[src/rtl/vfg_pkg.sv]
package vfg_pkg;
   typedef enum logic [2:0] {
      CK_FETCH  = 3'd0,
      CK_READ   = 3'd1,
      CK_WRITE  = 3'd2,
      CK_IO_IN  = 3'd3,
      CK_IO_OUT = 3'd4,
      CK_INTACK = 3'd5
   } cyc_kind_e;
endpackage

[src/rtl/vfg_decode.sv]
module vfg_decode #(
   parameter int ADDR_W        = 16,
   parameter int PORT_W        = 8,
   parameter int ROM_SIZE      = 8192,
   parameter int VID_BASE      = 32768,
   parameter bit VID_INCLUSIVE = 1'b0,
   parameter logic [PORT_W-1:0] VS_ON_PORT  = 8'hFE,
   parameter logic [PORT_W-1:0] VS_OFF_PORT = 8'hFF
) (
   input  logic              valid,
   input  logic [2:0]        kind,
   input  logic [ADDR_W-1:0] addr,
   output logic              is_fetch,
   output logic              is_mrd,
   output logic              is_wr,
   output logic              is_in,
   output logic              is_ack,
   output logic              in_rom,
   output logic              in_vid,
   output logic              vs_on,
   output logic              vs_off
);
   import vfg_pkg::*;

   localparam logic [ADDR_W:0]   ROM_LIM = ROM_SIZE[ADDR_W:0];
   localparam logic [ADDR_W-1:0] VB      = VID_BASE[ADDR_W-1:0];

   cyc_kind_e   k;
   logic        is_out;
   logic        vid_raw;
   logic [PORT_W-1:0] port;

   assign k    = cyc_kind_e'(kind);
   assign port = addr[PORT_W-1:0];

   assign is_fetch = valid && (k == CK_FETCH);
   assign is_mrd   = valid && (k == CK_READ);
   assign is_wr    = valid && (k == CK_WRITE);
   assign is_in    = valid && (k == CK_IO_IN);
   assign is_out   = valid && (k == CK_IO_OUT);
   assign is_ack   = valid && (k == CK_INTACK);

   assign in_rom = ({1'b0, addr} < ROM_LIM);

   generate
      if (VID_INCLUSIVE) begin : g_incl
         assign vid_raw = (addr >= VB);
      end else begin : g_strict
         assign vid_raw = (addr > VB);
      end
   endgenerate

   assign in_vid = vid_raw && !in_rom;
   assign vs_on  = is_in  && (port == VS_ON_PORT);
   assign vs_off = is_out && (port == VS_OFF_PORT);
endmodule

[src/rtl/vfg_sync.sv]
module vfg_sync #(
   parameter int REF_W = 8,
   parameter logic [REF_W-1:0] IRQ_MASK = 8'h40
) (
   input  logic             clk,
   input  logic             rst_n,
   input  logic             is_fetch,
   input  logic             is_ack,
   input  logic             vs_on,
   input  logic             vs_off,
   input  logic [REF_W-1:0] refresh,
   output logic             vsync,
   output logic             hsync,
   output logic             irq_req
);
   logic irq_next;
   assign irq_next = ((refresh & IRQ_MASK) == '0);

   always_ff @(posedge clk or negedge rst_n) begin
      if (!rst_n) begin
         vsync <= 1'b0;
      end else if (vs_on) begin
         vsync <= 1'b1;
      end else if (vs_off) begin
         vsync <= 1'b0;
      end
   end

   always_ff @(posedge clk or negedge rst_n) begin
      if (!rst_n) begin
         hsync <= 1'b0;
      end else if (is_ack) begin
         hsync <= 1'b1;
      end else if (is_fetch) begin
         hsync <= 1'b0;
      end
   end

   always_ff @(posedge clk or negedge rst_n) begin
      if (!rst_n) begin
         irq_req <= 1'b0;
      end else if (is_fetch) begin
         irq_req <= irq_next;
      end
   end


   a_r2_vsync_set: assert property (@(posedge clk) disable iff (!rst_n)
      vs_on |=> vsync);
   a_r2_vsync_clr: assert property (@(posedge clk) disable iff (!rst_n)
      vs_off |=> !vsync);

   a_r4_hsync_set: assert property (@(posedge clk) disable iff (!rst_n)
      is_ack |=> hsync);
   a_r4_hsync_clr: assert property (@(posedge clk) disable iff (!rst_n)
      is_fetch |=> !hsync);

   a_r5_irq_follow: assert property (@(posedge clk) disable iff (!rst_n)
      is_fetch |=> (irq_req == (($past(refresh) & IRQ_MASK) == '0)));

   a_r10_hold: assert property (@(posedge clk) disable iff (!rst_n)
      !(is_fetch || is_ack || vs_on || vs_off) |=> $stable({vsync, hsync, irq_req}));
endmodule

[src/rtl/vfg_datamux.sv]
module vfg_datamux #(
   parameter int DATA_W = 8,
   parameter logic [DATA_W-1:0] STEAL_MASK = 8'h40,
   parameter logic [DATA_W-1:0] NOP_CODE   = 8'h00,
   parameter logic [DATA_W-1:0] FILL_CODE  = 8'hFF
) (
   input  logic              clk,
   input  logic              rst_n,
   input  logic              is_fetch,
   input  logic              is_mrd,
   input  logic              is_wr,
   input  logic              is_in,
   input  logic              is_ack,
   input  logic              in_rom,
   input  logic              in_vid,
   input  logic [DATA_W-1:0] cpu_wdata,
   input  logic [DATA_W-1:0] rom_data,
   input  logic [DATA_W-1:0] ram_rdata,
   output logic [DATA_W-1:0] cpu_rdata,
   output logic              rom_cs,
   output logic              ram_cs,
   output logic              ram_we,
   output logic [DATA_W-1:0] ram_wdata,
   output logic              vid_strobe,
   output logic [DATA_W-1:0] vid_byte
);
   logic any_rd;
   logic steal;

   assign any_rd    = is_fetch || is_mrd;
   assign rom_cs    = any_rd && in_rom;
   assign ram_cs    = (any_rd && !in_rom) || is_wr;
   assign ram_we    = is_wr;
   assign ram_wdata = cpu_wdata;
   assign steal     = is_fetch && in_vid && ((ram_rdata & STEAL_MASK) == '0);

   always_comb begin
      cpu_rdata = '0;
      if (is_in || is_ack) begin
         cpu_rdata = FILL_CODE;
      end else if (any_rd) begin
         if (in_rom) cpu_rdata = rom_data;
         else if (steal) cpu_rdata = NOP_CODE;
         else cpu_rdata = ram_rdata;
      end
   end

   always_ff @(posedge clk or negedge rst_n) begin
      if (!rst_n) begin
         vid_strobe <= 1'b0;
         vid_byte   <= '0;
      end else begin
         vid_strobe <= steal;
         if (steal) vid_byte <= ram_rdata;
      end
   end


   a_r3_fill: assert property (@(posedge clk) disable iff (!rst_n)
      (is_in || is_ack) |-> (cpu_rdata == FILL_CODE));

   a_r7_write: assert property (@(posedge clk) disable iff (!rst_n)
      is_wr |-> (ram_we && ram_cs && !rom_cs && cpu_rdata == '0));

   a_r8_strobe: assert property (@(posedge clk) disable iff (!rst_n)
      (is_fetch && in_vid && ((ram_rdata & STEAL_MASK) == '0))
      |=> (vid_strobe && vid_byte == $past(ram_rdata)));
   a_r8_only_fetch: assert property (@(posedge clk) disable iff (!rst_n)
      vid_strobe |-> $past(is_fetch));

   a_r9_plain_read: assert property (@(posedge clk) disable iff (!rst_n)
      (is_mrd && !in_rom) |-> (cpu_rdata == ram_rdata));
endmodule

[src/rtl/vfg_top.sv]
module vfg_top #(
   parameter int ADDR_W        = 16,
   parameter int DATA_W        = 8,
   parameter int REF_W         = 8,
   parameter int ROM_SIZE      = 8192,
   parameter int VID_BASE      = 32768,
   parameter bit VID_INCLUSIVE = 1'b0,
   parameter logic [REF_W-1:0]  IRQ_MASK   = 8'h40,
   parameter logic [DATA_W-1:0] STEAL_MASK = 8'h40,
   parameter logic [DATA_W-1:0] NOP_CODE   = 8'h00,
   parameter logic [DATA_W-1:0] FILL_CODE  = 8'hFF
) (
   input  logic              clk,
   input  logic              rst_n,
   input  logic              cyc_valid,
   input  logic [2:0]        cyc_kind,
   input  logic [ADDR_W-1:0] cyc_addr,
   input  logic [DATA_W-1:0] cpu_wdata,
   input  logic [REF_W-1:0]  refresh,
   output logic [DATA_W-1:0] cpu_rdata,
   output logic              rom_cs,
   input  logic [DATA_W-1:0] rom_data,
   output logic              ram_cs,
   output logic              ram_we,
   output logic [DATA_W-1:0] ram_wdata,
   input  logic [DATA_W-1:0] ram_rdata,
   output logic              vsync,
   output logic              hsync,
   output logic              irq_req,
   output logic              vid_strobe,
   output logic [DATA_W-1:0] vid_byte
);
   localparam int PORT_W = 8;

   generate
      if (ADDR_W < PORT_W || ADDR_W > 24) begin : g_bad_addr
         $error("vfg_top: ADDR_W out of range");
      end
      if (ROM_SIZE < 1 || ROM_SIZE > VID_BASE) begin : g_bad_rom
         $error("vfg_top: ROM_SIZE must lie in 1..VID_BASE");
      end
      if (VID_BASE >= (1 << ADDR_W)) begin : g_bad_base
         $error("vfg_top: VID_BASE outside address space");
      end
      if (IRQ_MASK == '0 || STEAL_MASK == '0) begin : g_bad_mask
         $error("vfg_top: masks must select at least one bit");
      end
   endgenerate

   logic is_fetch, is_mrd, is_wr, is_in, is_ack;
   logic in_rom, in_vid, vs_on, vs_off;

   vfg_decode #(
      .ADDR_W(ADDR_W), .PORT_W(PORT_W), .ROM_SIZE(ROM_SIZE),
      .VID_BASE(VID_BASE), .VID_INCLUSIVE(VID_INCLUSIVE),
      .VS_ON_PORT(8'hFE), .VS_OFF_PORT(8'hFF)
   ) u_decode (
      .valid(cyc_valid), .kind(cyc_kind), .addr(cyc_addr),
      .is_fetch(is_fetch), .is_mrd(is_mrd), .is_wr(is_wr),
      .is_in(is_in), .is_ack(is_ack), .in_rom(in_rom),
      .in_vid(in_vid), .vs_on(vs_on), .vs_off(vs_off)
   );

   vfg_sync #(.REF_W(REF_W), .IRQ_MASK(IRQ_MASK)) u_sync (
      .clk(clk), .rst_n(rst_n), .is_fetch(is_fetch), .is_ack(is_ack),
      .vs_on(vs_on), .vs_off(vs_off), .refresh(refresh),
      .vsync(vsync), .hsync(hsync), .irq_req(irq_req)
   );

   vfg_datamux #(
      .DATA_W(DATA_W), .STEAL_MASK(STEAL_MASK),
      .NOP_CODE(NOP_CODE), .FILL_CODE(FILL_CODE)
   ) u_datamux (
      .clk(clk), .rst_n(rst_n), .is_fetch(is_fetch), .is_mrd(is_mrd),
      .is_wr(is_wr), .is_in(is_in), .is_ack(is_ack), .in_rom(in_rom),
      .in_vid(in_vid), .cpu_wdata(cpu_wdata), .rom_data(rom_data),
      .ram_rdata(ram_rdata), .cpu_rdata(cpu_rdata), .rom_cs(rom_cs),
      .ram_cs(ram_cs), .ram_we(ram_we), .ram_wdata(ram_wdata),
      .vid_strobe(vid_strobe), .vid_byte(vid_byte)
   );


   a_r1_reset_quiet: assert property (@(posedge clk)
      !rst_n |=> (!vsync && !hsync && !irq_req && !vid_strobe));

   a_r10_idle_sel: assert property (@(posedge clk) disable iff (!rst_n)
      !cyc_valid |-> (!rom_cs && !ram_cs && !ram_we && cpu_rdata == '0));
endmodule

[config.mk]
export PLATFORM = sky130hd
export DESIGN_NAME = vfg_top
export DESIGN_NICKNAME = d
export VERILOG_FILES = /design/src/rtl/vfg_pkg.sv /design/src/rtl/vfg_decode.sv /design/src/rtl/vfg_sync.sv /design/src/rtl/vfg_datamux.sv /design/src/rtl/vfg_top.sv
export SDC_FILE = /design/constraint.sdc
export NUM_CORES = 1
export LEC_CHECK = 0
export ABC_AREA = 1
export BUFFER_PORTS_ARGS = -buffer_cell sky130_fd_sc_hd__clkbuf_2
export CAP_MARGIN = 20
export CELL_PAD_IN_SITES_DETAIL_PLACEMENT = 1
export CELL_PAD_IN_SITES_GLOBAL_PLACEMENT = 1
export CORE_MARGIN = 1
export CORE_UTILIZATION = 24
export DETAILED_ROUTE_END_ITERATION = 16
export PLACE_DENSITY = 0.95
export SLEW_MARGIN = 30
export SYNTH_ARGS = -nofsm -noshare
export SYNTH_HDL_FRONTEND = slang
export SYNTH_SLANG_ARGS = --single-unit
[constraint.sdc]
create_clock -name clk -period 2.8 [get_ports clk]
set_input_delay 0.42 -clock clk [delete_from_list [all_inputs] [get_ports clk]]
set_output_delay 0.42 -clock clk [all_outputs]
set_load 0.005 [all_outputs]
==> impl_metrics.py <==
metrics = {
    "outcome": {
        "outcome": "finished clean",
    },
    "routing": {
        "routedWlPerCell_um": 10.8,
        "num_vias": 984,
        "drt_drc_violations_left": 0,
        "drtPass1Iterations": 4,
        "postRouteAntennaNets": 0,
        "routed_via_density": 4.19,
        "drt_iter0_drc": 8,
        "routed_wl_mm": 2.54,
    },
    "power": {
        "power.density_nw_per_um2": 412,
        "sw_frac_of_total_pct": 28.0,
        "p_leak_nw": 0.763,
        "ir_worst_vdd_uv": 111,
        "p_switching_w": 0.000141,
        "internal_power_w": 0.000363,
        "power_frac_seq_pct": 43.2,
        "p_clk_share_pct": 29.5,
        "p_comb_share_pct": 27.3,
    },
    "timing": {
        "slew_violations": 0,
        "finalSetupViolations": 0,
        "hold_viol_final": 0,
        "slew_headroom_pct": 76.1,
        "period_needed_ns": 1.94,
        "rsz0062_at_grt": "false",
        "worst_slew_pin_slew_ns": 0.358,
        "fmax_mhz": 515,
        "tns_ns": 0,
        "fin_crit_sh_pct": 69.4,
        "timing.hold.ws_ns": 0.0519,
        "finClkSkew_ns": 0,
    },
    "synthesis": {
        "yosysSeqAreaShare_pct": 33.7,
        "ys_ff_latch": 12,
        "yosysTopAreaCell": "dfrtp_1",
        "syn_area_sq_um": 892,
        "yosys-mux-area-fraction_pct": 0,
        "synthSimpleGateAreaFrac_pct": 46.7,
        "syn_area_per_cell_sq_um": 6.66,
        "async_flop_share_pct": 100,
        "synthFlopType": "dfrtp_1",
        "synth-adder-area-share_pct": 0,
        "synth_nets": 188,
        "synth.most_common_cell": "nand2_1",
        "synth_common_cells": "nand2_1, nor2_1, dfrtp_1, inv_1, nand3_1",
        "synth_top_family_by_area": "simple AND/OR/NAND/NOR gates",
        "synth_cell_types": 19,
        "synth_area_leaders": "dfrtp_1, nand2_1, nor2_1",
        "synth_top_cell_area_share_pct": 33.7,
        "synth-compound-area-share_pct": 6.17,
        "synthXorXnorAreaFrac_pct": 0,
        "yosysWarnings": 0,
        "netlist_instances": 134,
        "synth_edf_count": 0,
    },
    "floorplan": {
        "die_y_um": 63.0,
        "io_pins": 85,
        "core_area_sq_um": 3440,
        "start_util_pct": 25.9,
        "fp-row-count": 21,
        "die_area_sq_um": 3970,
        "die_w_um": 63.0,
    },
    "placed_design": {
        "placedInstanceArea_sq_um": 1180,
        "portBuffers": 61,
        "hpwl_mm": 2.23,
        "dp.cells": 232,
        "place_congestion": 0.810,
    },
    "clock_network": {
        "cts_sinks": 12,
        "path_clk_slew_ns": 0.05,
        "cts_max_path_buffers": 2,
        "insertion_delay_ns": 0.24,
        "numCtsBuffers": 3,
        "hold_buffers": 0,
        "cts_tree": "yes",
        "cts_root_buffer": "clkbuf_8",
        "postCtsSetupRepairBufs": 0,
        "post_cts_resize_count": 0,
        "cts.htree.levels": 1,
    },
    "global_routing": {
        "grt.total_usage_pct": 14.3,
        "grt_overflow": 0,
        "antenna_found_initial": 0,
        "grt_pass1_wl_mm": 4.50,
        "grt_max_degree": 16,
        "grt_pass1_vias": 1039,
    },
    "setup_path": {
        "crit_type": "in -> out",
        "timing.critical_path.from_type": "primary input",
        "r2r_start": "u_sync.vsync",
        "endpoint": "cpu_rdata[7]",
        "cp.arrival_ns": 1.52,
        "rr_worst_depth": 2,
        "rrSetupSlack_ns": 2.17,
        "endpoint_kind": "primary output",
        "regToRegEndpoint": "u_sync.vsync",
        "cp-startpoint": "cyc_addr[14]",
        "required_ns": 2.38,
        "cp_max_fo": 15,
    },
    "finish": {
        "fin_area_sq_um": 1220,
        "fin_cells": 235,
        "fin_nets": 245,
        "drive_gt1_share_pct": 40.7,
        "n_fill_cell": 461,
        "syn_to_final_growth_pct": 37.3,
        "antenna_cells": 0,
        "final_util_pct": 35.6,
    },
    "run": {
        "maxCapViolCount": 0,
    },
    "min_path": {
        "min_path_type": "in -> async",
    },
}
-- worst max-delay path, stage by stage --
cell	delay, ns
clkbuf_2	0.08
nor2_1	0.14
nand2_1	0.07
nor2_1	0.10
nand2_1	0.21
nand2_4	0.24
nand2_1	0.09
nand2_1	0.06
clkbuf_2	0.10
-- cells by family after synthesis --
family,Yosys count
flip-flops,12
AND/OR/NAND/NOR,89
buffers and inverters,22
AO/OA/AOI/OAI,11
-- how the worst min path moves through the flow --
stage | to | slack [ns] | cells past startpoint
6_report | u_sync.irq_req | 0.05 | 1
5_1_grt | u_datamux.vid_byte[4] | 0.06 | 1
4_1_cts | u_sync.irq_req | 0.05 | 1
3_5_place_dp | u_sync.irq_req | 0.31 | 1
3_3_place_gp | u_sync.irq_req | 0.31 | 1
2_1_floorplan | u_datamux.vid_byte[0] | 0.12 | 0
-- registers in the layout (all words and copies together), names as in the netlist --
signal,cells
u_sync.hsync,1
u_sync.vsync,1
u_sync.irq_req,1
u_datamux.vid_strobe,1
u_datamux.vid_byte,8
-- per-layer routing --
layer	up-vias	GRT usage (%)	part of all wire (%)
met5	-	0	0
met4	0	7.27	1.5
met3	3	2.01	4.8
met2	32	25.3	50
met1	429	16.4	44
li1	520	-	-
-- layout make-up --
class                   instances  area [sq um]  area share [%]
multi-input cells             100           472            38.5
well taps                      46          57.6            4.70
repair buffers                 61           305            24.9
flip-flops and latches         12           300            24.5
clock buffers                   3          41.3            3.37
inverters                      13          48.8            3.98
-- layout by cell type (no fill, tap or decap) --
cell and n:
dfrtp_1 12, o21ai_0 3, inv_1 11, nand4_1 2, a21oi_1 8, inv_2 2
nor2_8 1, nor2_2 2, nand3b_1 1, nor2_4 1, nand2_1 42, clkbuf_2 61
clkbuf_8 3, or2_4 1, nor3_1 1, nor2_1 21, nand2_4 2, nand2_2 4
nand3_1 11
-- stage by stage --
| step | total power, W | setup WS [ns] |
|---|---|---|
| global placement | 0.000355 | 0.860 |
| floorplan | 0.000285 | 1.19 |
| detailed placement | 0.000361 | 0.846 |
| CTS | 0.000517 | 0.843 |
| global route | 0.000547 | 0.653 |
| finish | 0.000504 | 0.857 |
-- power groups by stage --
| stage | Clock, W | Combinational, W | Sequential (W) |
|---|---|---|---|
| 6_report | 0.000149 | 0.000137 | 0.000218 |
| 5_1_grt | 0.000167 | 0.000159 | 0.000221 |
| 4_1_cts | 0.000158 | 0.000141 | 0.000218 |
| 3_5_place_dp | 0 | 0.000140 | 0.000221 |
| 3_3_place_gp | 0 | 0.000134 | 0.000221 |
| 2_1_floorplan | 0 | 0.0000630 | 0.000222 |
No activity file was read; power rests on OpenSTA's default activity.
